--- config.mk ---
export PLATFORM = sky130hd
export DESIGN_NAME = irq_flag_enable
export DESIGN_NICKNAME = d
export VERILOG_FILES = /design/src/rtl/irq_flag_enable.sv
export SDC_FILE = /design/constraint.sdc
export NUM_CORES = 1
export LEC_CHECK = 0
export ABC_CLOCK_PERIOD_IN_PS = 1400
export BUFFER_PORTS_ARGS = -buffer_cell sky130_fd_sc_hd__buf_2
export CAP_MARGIN = 20
export CELL_PAD_IN_SITES_DETAIL_PLACEMENT = 1
export CELL_PAD_IN_SITES_GLOBAL_PLACEMENT = 2
export CORE_MARGIN = 5
export CORE_UTILIZATION = 28
export DETAILED_ROUTE_END_ITERATION = 10
export PLACE_DENSITY_LB_ADDON = 0.3
export SYNTH_ARGS = -nofsm -noshare
export SYNTH_HDL_FRONTEND = slang
export SYNTH_SLANG_ARGS = --single-unit
--- constraint.sdc ---
create_clock -name clk -period 1.4 [get_ports clk]
set_input_delay 0.28 -clock clk [delete_from_list [all_inputs] [get_ports clk]]
set_output_delay 0.28 -clock clk [all_outputs]
set_load 0.03 [all_outputs]
--- src/rtl/irq_flag_enable.sv ---
module irq_flag_enable #(
  parameter int NBITS = 7
) (
  input  logic             clk,
  input  logic             rst_n,
  input  logic [NBITS-1:0] src_set,
  input  logic             bus_wr,
  input  logic             bus_rd,
  input  logic             sel_flag,
  input  logic             sel_enable,
  input  logic [7:0]       bus_wdata,
  output logic [7:0]       bus_rdata,
  input  logic             shift_rd_clr,
  input  logic             t1_clr,
  input  logic             t2_clr,
  output logic             irq
);

  localparam logic [NBITS-1:0] IRQ_SRC   = NBITS'(7'b110_0100);
  localparam logic [NBITS-1:0] SHIFT_SRC = NBITS'(7'b001_1100);
  localparam logic [NBITS-1:0] T1_SRC    = NBITS'(7'b100_0000);
  localparam logic [NBITS-1:0] T2_SRC    = NBITS'(7'b010_0000);

  logic [NBITS-1:0] flag_q, en_q, clr_mask, wmask;
  logic             pend_any;

  assign wmask    = bus_wdata[NBITS-1:0];
  assign clr_mask = ({NBITS{bus_wr & sel_flag}} & wmask)
                  | ({NBITS{shift_rd_clr}} & SHIFT_SRC)
                  | ({NBITS{t1_clr}} & T1_SRC)
                  | ({NBITS{t2_clr}} & T2_SRC);
  assign pend_any = |(flag_q & en_q);

  always_ff @(posedge clk or negedge rst_n)
    if (!rst_n) flag_q <= '0;
    else        flag_q <= (flag_q & ~clr_mask) | src_set;

  always_ff @(posedge clk or negedge rst_n)
    if (!rst_n)                     en_q <= '0;
    else if (bus_wr && sel_enable)  en_q <= bus_wdata[7] ? (en_q | wmask) : (en_q & ~wmask);

  always_ff @(posedge clk or negedge rst_n)
    if (!rst_n) irq <= 1'b0;
    else        irq <= |(flag_q & en_q & IRQ_SRC);

  always_comb begin
    bus_rdata = '0;
    if (bus_rd) begin
      if (sel_flag)        bus_rdata = {pend_any, flag_q};
      else if (sel_enable) bus_rdata = {1'b1, en_q};
    end
  end

endmodule

==> results of run 1 <==
-- routing by layer --
| layer | GRT usage [%] | up-vias | wire [um] |
|---|---|---|---|
| met5 | 0 | - | 0 |
| met4 | 3.90 | 0 | 12 |
| met3 | 2.28 | 2 | 99 |
| met2 | 24.0 | 14 | 1390 |
| met1 | 18.0 | 390 | 1180 |
| li1 | - | 374 | - |
-- area by class of cell --
type                            instances  area, sq um
Fill cell                             321         1440
Multi-Input combinational cell         48          460
Timing Repair Buffer                   54          400
Sequential cell                        15          375
Tap cell                               31         38.8
Clock buffer                            4         26.3
Inverter                                4         15.0
-- cells in the mapped netlist --
master    instances
buf_4             3
mux2_2            4
a31o_2            5
o21ai_0           1
a22oi_1           7
inv_1             4
a222oi_1          1
a21o_1            2
nand3_2           2
dfrtp_1          15
a221oi_1          1
nor2b_1           7
buf_6             1
nand3_4           1
and2b_4           1
mux2_4            3
nand3_1          11
a22o_1            1
a31oi_1           1
-- cell families after synthesis --
group / count (synthesis) / synth area share, %
AOI/OAI and AO/OA: 19 / 18.5
DFF: 15 / 46.3
muxes: 7 / 11.1
buffers and inverters: 8 / 6.02
and+or+nand+nor: 22 / 18.1
-- cells in the final DEF, fill, tap and decap left out --
master / Yosys / final
a22o_1: 1 / 1
dfrtp_1: 15 / 15
dlygate4sd3_1: 0 / 1
and2b_4: 1 / 1
a31oi_4: 0 / 1
nand3_2: 2 / 2
nand3_1: 11 / 11
inv_1: 4 / 4
clkbuf_1: 0 / 1
buf_2: 0 / 24
buf_6: 1 / 14
nand3_4: 1 / 1
nor2b_2: 0 / 7
mux2_4: 3 / 3
o21ai_0: 1 / 1
a31o_2: 5 / 5
a221oi_2: 0 / 1
a222oi_1: 1 / 1
a21o_1: 2 / 2
mux2_2: 4 / 4
clkbuf_4: 0 / 3
a22oi_2: 0 / 7
buf_4: 3 / 15
-- metrics by stage --
step | hold WS [ns] | cells
finish | 0.178 | 156
detailed placement | 0.212 | 147
global placement | 0.201 | 147
global route | 0.165 | 156
floorplan | -0.0156 | 71
CTS | 0.175 | 153
-- what timing repair did --
action	in CTS	in global routing
resized for setup	31	2
setup endpoints to repair	8	8
pin swaps	9	3
setup buffers	3	5
hold endpoints to repair	15	0
hold buffers	1	0
-- power groups by stage --
stage          clock network (mW)  logic (mW)  registers, mW
6_report                    0.243       0.468          0.535
2_1_floorplan                   0       0.189          0.545
3_5_place_dp                    0       0.393          0.537
3_3_place_gp                    0       0.383          0.531
5_1_grt                     0.281       0.503          0.543
4_1_cts                     0.253       0.461          0.533
-- worst paths after layout --
kind / endpoint / startpoint
worst max-delay path: bus_rdata[7] / flag_q[4]
worst min-delay path: flag_q[1] / src_set[1]
worst max register to register: irq / flag_q[5]
worst min register to register: flop / flop
max in group asynchronous: async pin / rst_n
min in group asynchronous: async pin / rst_n
-- worst reg2reg max path, cell delays in order (launching register included) --
cell and delay [ns]:
dfrtp_1 0.39, a222oi_1 0.35, buf_4 0.19, inv_1 0.04
==> results.toml, run 1 <==
[logic_synthesis]
synth_seq_area_share_pct = 46.3
syn_nets = 95
synth_area_sq_um = 811
synth_area_leaders = "dfrtp_1 (46%), nand3_1 (6.8%), a22oi_1 (6.5%)"
synth.largest_area_cell = "dfrtp_1"
yosysTopAreaCellShare_pct = 46.3
ys_types = 19
yosys_warnings = 0
synth_cells = 71
ys_ff_latch = 15
synth_area_per_cell_sq_um = 11.4

[sta]
fin_crit_ns = 1.70
slew_violations = 0
finalCritPeriodShare_pct = 121
setup-tns-final_ns = -0.802
rsz0062_at_grt = "yes"
skew_ns = 0.000112
finalSetupViolCount = 8
worst_slack_ns = -0.297
hold_viol_final = 0
relSlewSlack_pct = 75.8
clock.fmax_ghz = 0.589
worst_slew_pin_slew_ns = 0.363

[floorplanning]
die_w_um = 63.8
dieArea_sq_um = 4070
start_util_pct = 29.4
dieHeight_um = 63.8
row_count = 19
core_area_sq_um = 2760
ios = 33

[power_and_ir_drop]
swShare_pct = 31.4
clkPwrFrac_pct = 19.5
pwr-share-comb_pct = 37.6
power.leakage_nw = 0.597
p_seq_share_pct = 42.9
total_power_mw = 1.25
p_per_area_nw_per_um2 = 946
internal-power_uw = 854
ir_drop_mv = 0.581
p_sw_uw = 391

[clock_tree]
cts_tree = "yes"
root_buffer = "clkbuf_4"
path_clk_slew_ns = 0.09
cts.sinks = 15
cts_made_buffers = 3
htree_levels = 1
cts_buffer_depth = 2
clk_latency_ns = 0.27

[global_route]
gr-total-overflow = 0
grt_pass1_vias = 887
grt_usage_pct = 14.0
grt_max_degree = 16
antenna_found_initial = 0
grt_pass1_wl_um = 4500

[outcome]
outcome = "finished with violations"
violations = "negative setup slack"

[detailed_routing]
wl_per_cell_um = 17.2
viasPerCell = 5.00
ant_nets = 0
drtIter0Drc = 24
wl_um = 2690
vias = 780
drt_pass1_iterations = 4
drcViolationCount = 0

[worst_setup_path]
cp_num_buf_inv = 1
crit_path_top_delay_cell = "dfrtp_1"
slowest_delay_ns = 0.40
setup.worst_path.end_class = "primary output"
reg2reg_depth = 3
cp_num_cells = 4
worstPathRequired_ns = 1.12
r2r_slack_ns = 0.33
cp_top_family = "compound AO/OA/AOI/OAI gates"
start_kind = "flop"
path_cells = "a22o_1 > a221oi_2 > a31oi_4 > buf_6"
worstSetupPathType = "flop to primary output"
cp_max_fo = 2
arrival_ns = 1.42

[place]
gp_congestion = 0.792
dp_hpwl_um = 2070
portBuffers = 32
dpl_cell_area_sq_um = 1130
pre_cts_ws_ns = -0.0446

[job]
maxCapViolCount = 0

[min_path]
hold-path-cell-count = 2
hold_path.class = "input pin to flop"

[final_layout]
nets = 150
drive_gt1_share_pct = 70.4
final_area_sq_um = 1320
post-route-util_pct = 47.7
diodes = 0
syn_to_final_growth_pct = 62.3
(Power assumes the default switching activity.)
==> run 2, diff against run 1 <==
ABC_CLOCK_PERIOD_IN_PS = 1650   (was 1400)
MAX_ROUTING_LAYER = met4   (was not set)
PLACE_DENSITY = 0.82   (was not set)
PLACE_DENSITY_LB_ADDON = not set   (was 0.3)
clock period = 1.65 ns   (was 1.4 ns; I/O delays follow)
==> run 2 against run 1 <==
Against the previous run:
- the flow still finishes with violations (negative setup slack)
- count of clock-buffer cells in the layout shrank 1
- non-clock buffer count decreased by 16
- clock skew up 0.012 ns
- sequential power down 14%
- combinational power fell by 44%
- via count is 6.2% lower
- global-route usage fell by 1.8 points
- sequential cell count unchanged
- clock power down 7%
- setup slack gained 0.18 ns
- critical path type unchanged
- critical endpoint unchanged
- largest power group unchanged
==> results.toml, run 2 (synthesis results as in run 1) <==
[outcome]
outcome = "finished with violations"
violations = "negative setup slack"

[detailed_routing]
ant_nets = 0
drtIter0Drc = 14
wl_per_cell_um = 16.4
drt_pass1_iterations = 4
wl_um = 2290
viasPerCell = 5.23
vias = 732
drcViolationCount = 0

[place]
placedCellCount = 132
portBuffers = 32
gp_congestion = 0.712
dp_hpwl_um = 1700

[sta]
fin_crit_ns = 1.77
hold_viol_final = 0
rsz0062_at_grt = "yes"
slew_violations = 0
relSlewSlack_pct = 75.7
worst_slack_ns = -0.117
setup-tns-final_ns = -0.117
skew_ns = 0.0121
finalCritPeriodShare_pct = 107
finalSetupViolCount = 1
worst_slew_pin_slew_ns = 0.365
clock.fmax_ghz = 0.566

[final_layout]
drive_gt1_share_pct = 54.1
mostFrequentLayoutCell = "buf_2"
layout.cells.non_filler = 140
final_cell_mix = "buf_2 (30), dfrtp_1 (15), nand3_1 (11)"
syn_to_final_growth_pct = 31.6
nets = 134
diodes = 0

[floorplanning]
row_count = 19
dieHeight_um = 63.8
start_util_pct = 29.4
ios = 33
core_area_sq_um = 2760
dieArea_sq_um = 4070
die_w_um = 63.8

[power_and_ir_drop]
ir_drop_mv = 0.484
p_per_area_nw_per_um2 = 885
power.leakage_nw = 0.496

[clock_tree]
htree_levels = 1
root_buffer = "clkbuf_4"
path_clk_slew_ns = 0.11
clk_latency_ns = 0.30
cts.sinks = 15
cts_made_buffers = 3
cts_buffer_depth = 2
cts_tree = "yes"

[global_route]
busiest_layer = "met2"
grt_pass1_wl_um = 3760
antenna_found_initial = 0
met1_usage_pct = 14.7
use_met3_pct = 3.68
use_met2_pct = 19.7
grt_max_degree = 17
grt_usage_pct = 12.2
gr-total-overflow = 0
grt_pass1_vias = 794

[worst_setup_path]
setup.worst_path.end_class = "primary output"
r2r_slack_ns = 0.65
start_kind = "flop"
startpoint = "flag_q[5]"
worstPathRequired_ns = 1.32
worstSetupEndpoint = "bus_rdata[7]"
reg2reg_to = "irq"
arrival_ns = 1.44
worstSetupPathType = "flop to primary output"
reg2reg_depth = 2
r2r-start = "flag_q[5]"
cp_max_fo = 3

[job]
maxCapViolCount = 0

[min_path]
hold_path.class = "input pin to flop"
## run 2: changes by cell type in the layout (fill, tap and decap cells not counted), sizes merged
cell / delta
buf: -17
clkinv: +1
## run 2: per-stage QoR
stage | hold slack [ns] | utilization (%) | area [sq um] | total power, mW | worst slack [ns]
after floorplan | 0.0344 | - | 811 | 0.613 | 0.0684
after global placement | 0.258 | 35.9 | 991 | 0.697 | 0.160
after detailed placement | 0.270 | 35.9 | 991 | 0.706 | 0.109
after CTS | 0.199 | 38.2 | 1050 | 0.947 | -0.132
after global routing | 0.189 | 38.7 | 1070 | 1.00 | -0.188
final | 0.202 | 38.7 | 1070 | 0.945 | -0.117
## run 2: per-layer routing
layer	up-vias	routed length, um
li1	341	-
met1	356	941
met2	33	1160
met3	2	175
met4	0	17
met5	-	0
## run 2: report_power, final
| group | leakage (nW) | internal [mW] | switching [mW] |
|---|---|---|---|
| logic | 0.311 | 0.128 | 0.134 |
| registers | 0.167 | 0.417 | 0.0405 |
| clock network | 0.0177 | 0.0903 | 0.135 |
## run 2: how the worst min path moves through the flow
stage,startpoint,to,slack (ns),cells after the start
after floorplan,rst_n,async pin,0.03,0
after global placement,rst_n,flag_q[6],0.26,1
after detailed placement,rst_n,flag_q[6],0.27,1
after CTS,src_set[1],flag_q[1],0.20,2
after global routing,src_set[1],flag_q[1],0.19,2
final,src_set[1],flag_q[1],0.20,2
## run 2: layout make-up
cell class	count	area (sq um)
Tap cell	31	38.8
Timing Repair Buffer	38	213
Fill cell	320	1690
Multi-Input combinational cell	48	398
Clock buffer	3	22.5
Sequential cell	15	375
Clock inverter	1	5.00
Inverter	4	15.0
## run 2: worst max-delay path, stage by stage, from the launching register on
cell      delay (ns)
dfrtp_1         0.41
a222oi_1        0.41
a31oi_1         0.15
buf_4           0.19
## run 2: what timing repair did
item,CTS,global route
gates resized for setup,2,2
pin swaps,0,2
setup buffers,2,1
endpoints found under the setup margin,1,2
hold buffers,1,0
endpoints found under the hold margin,15,0
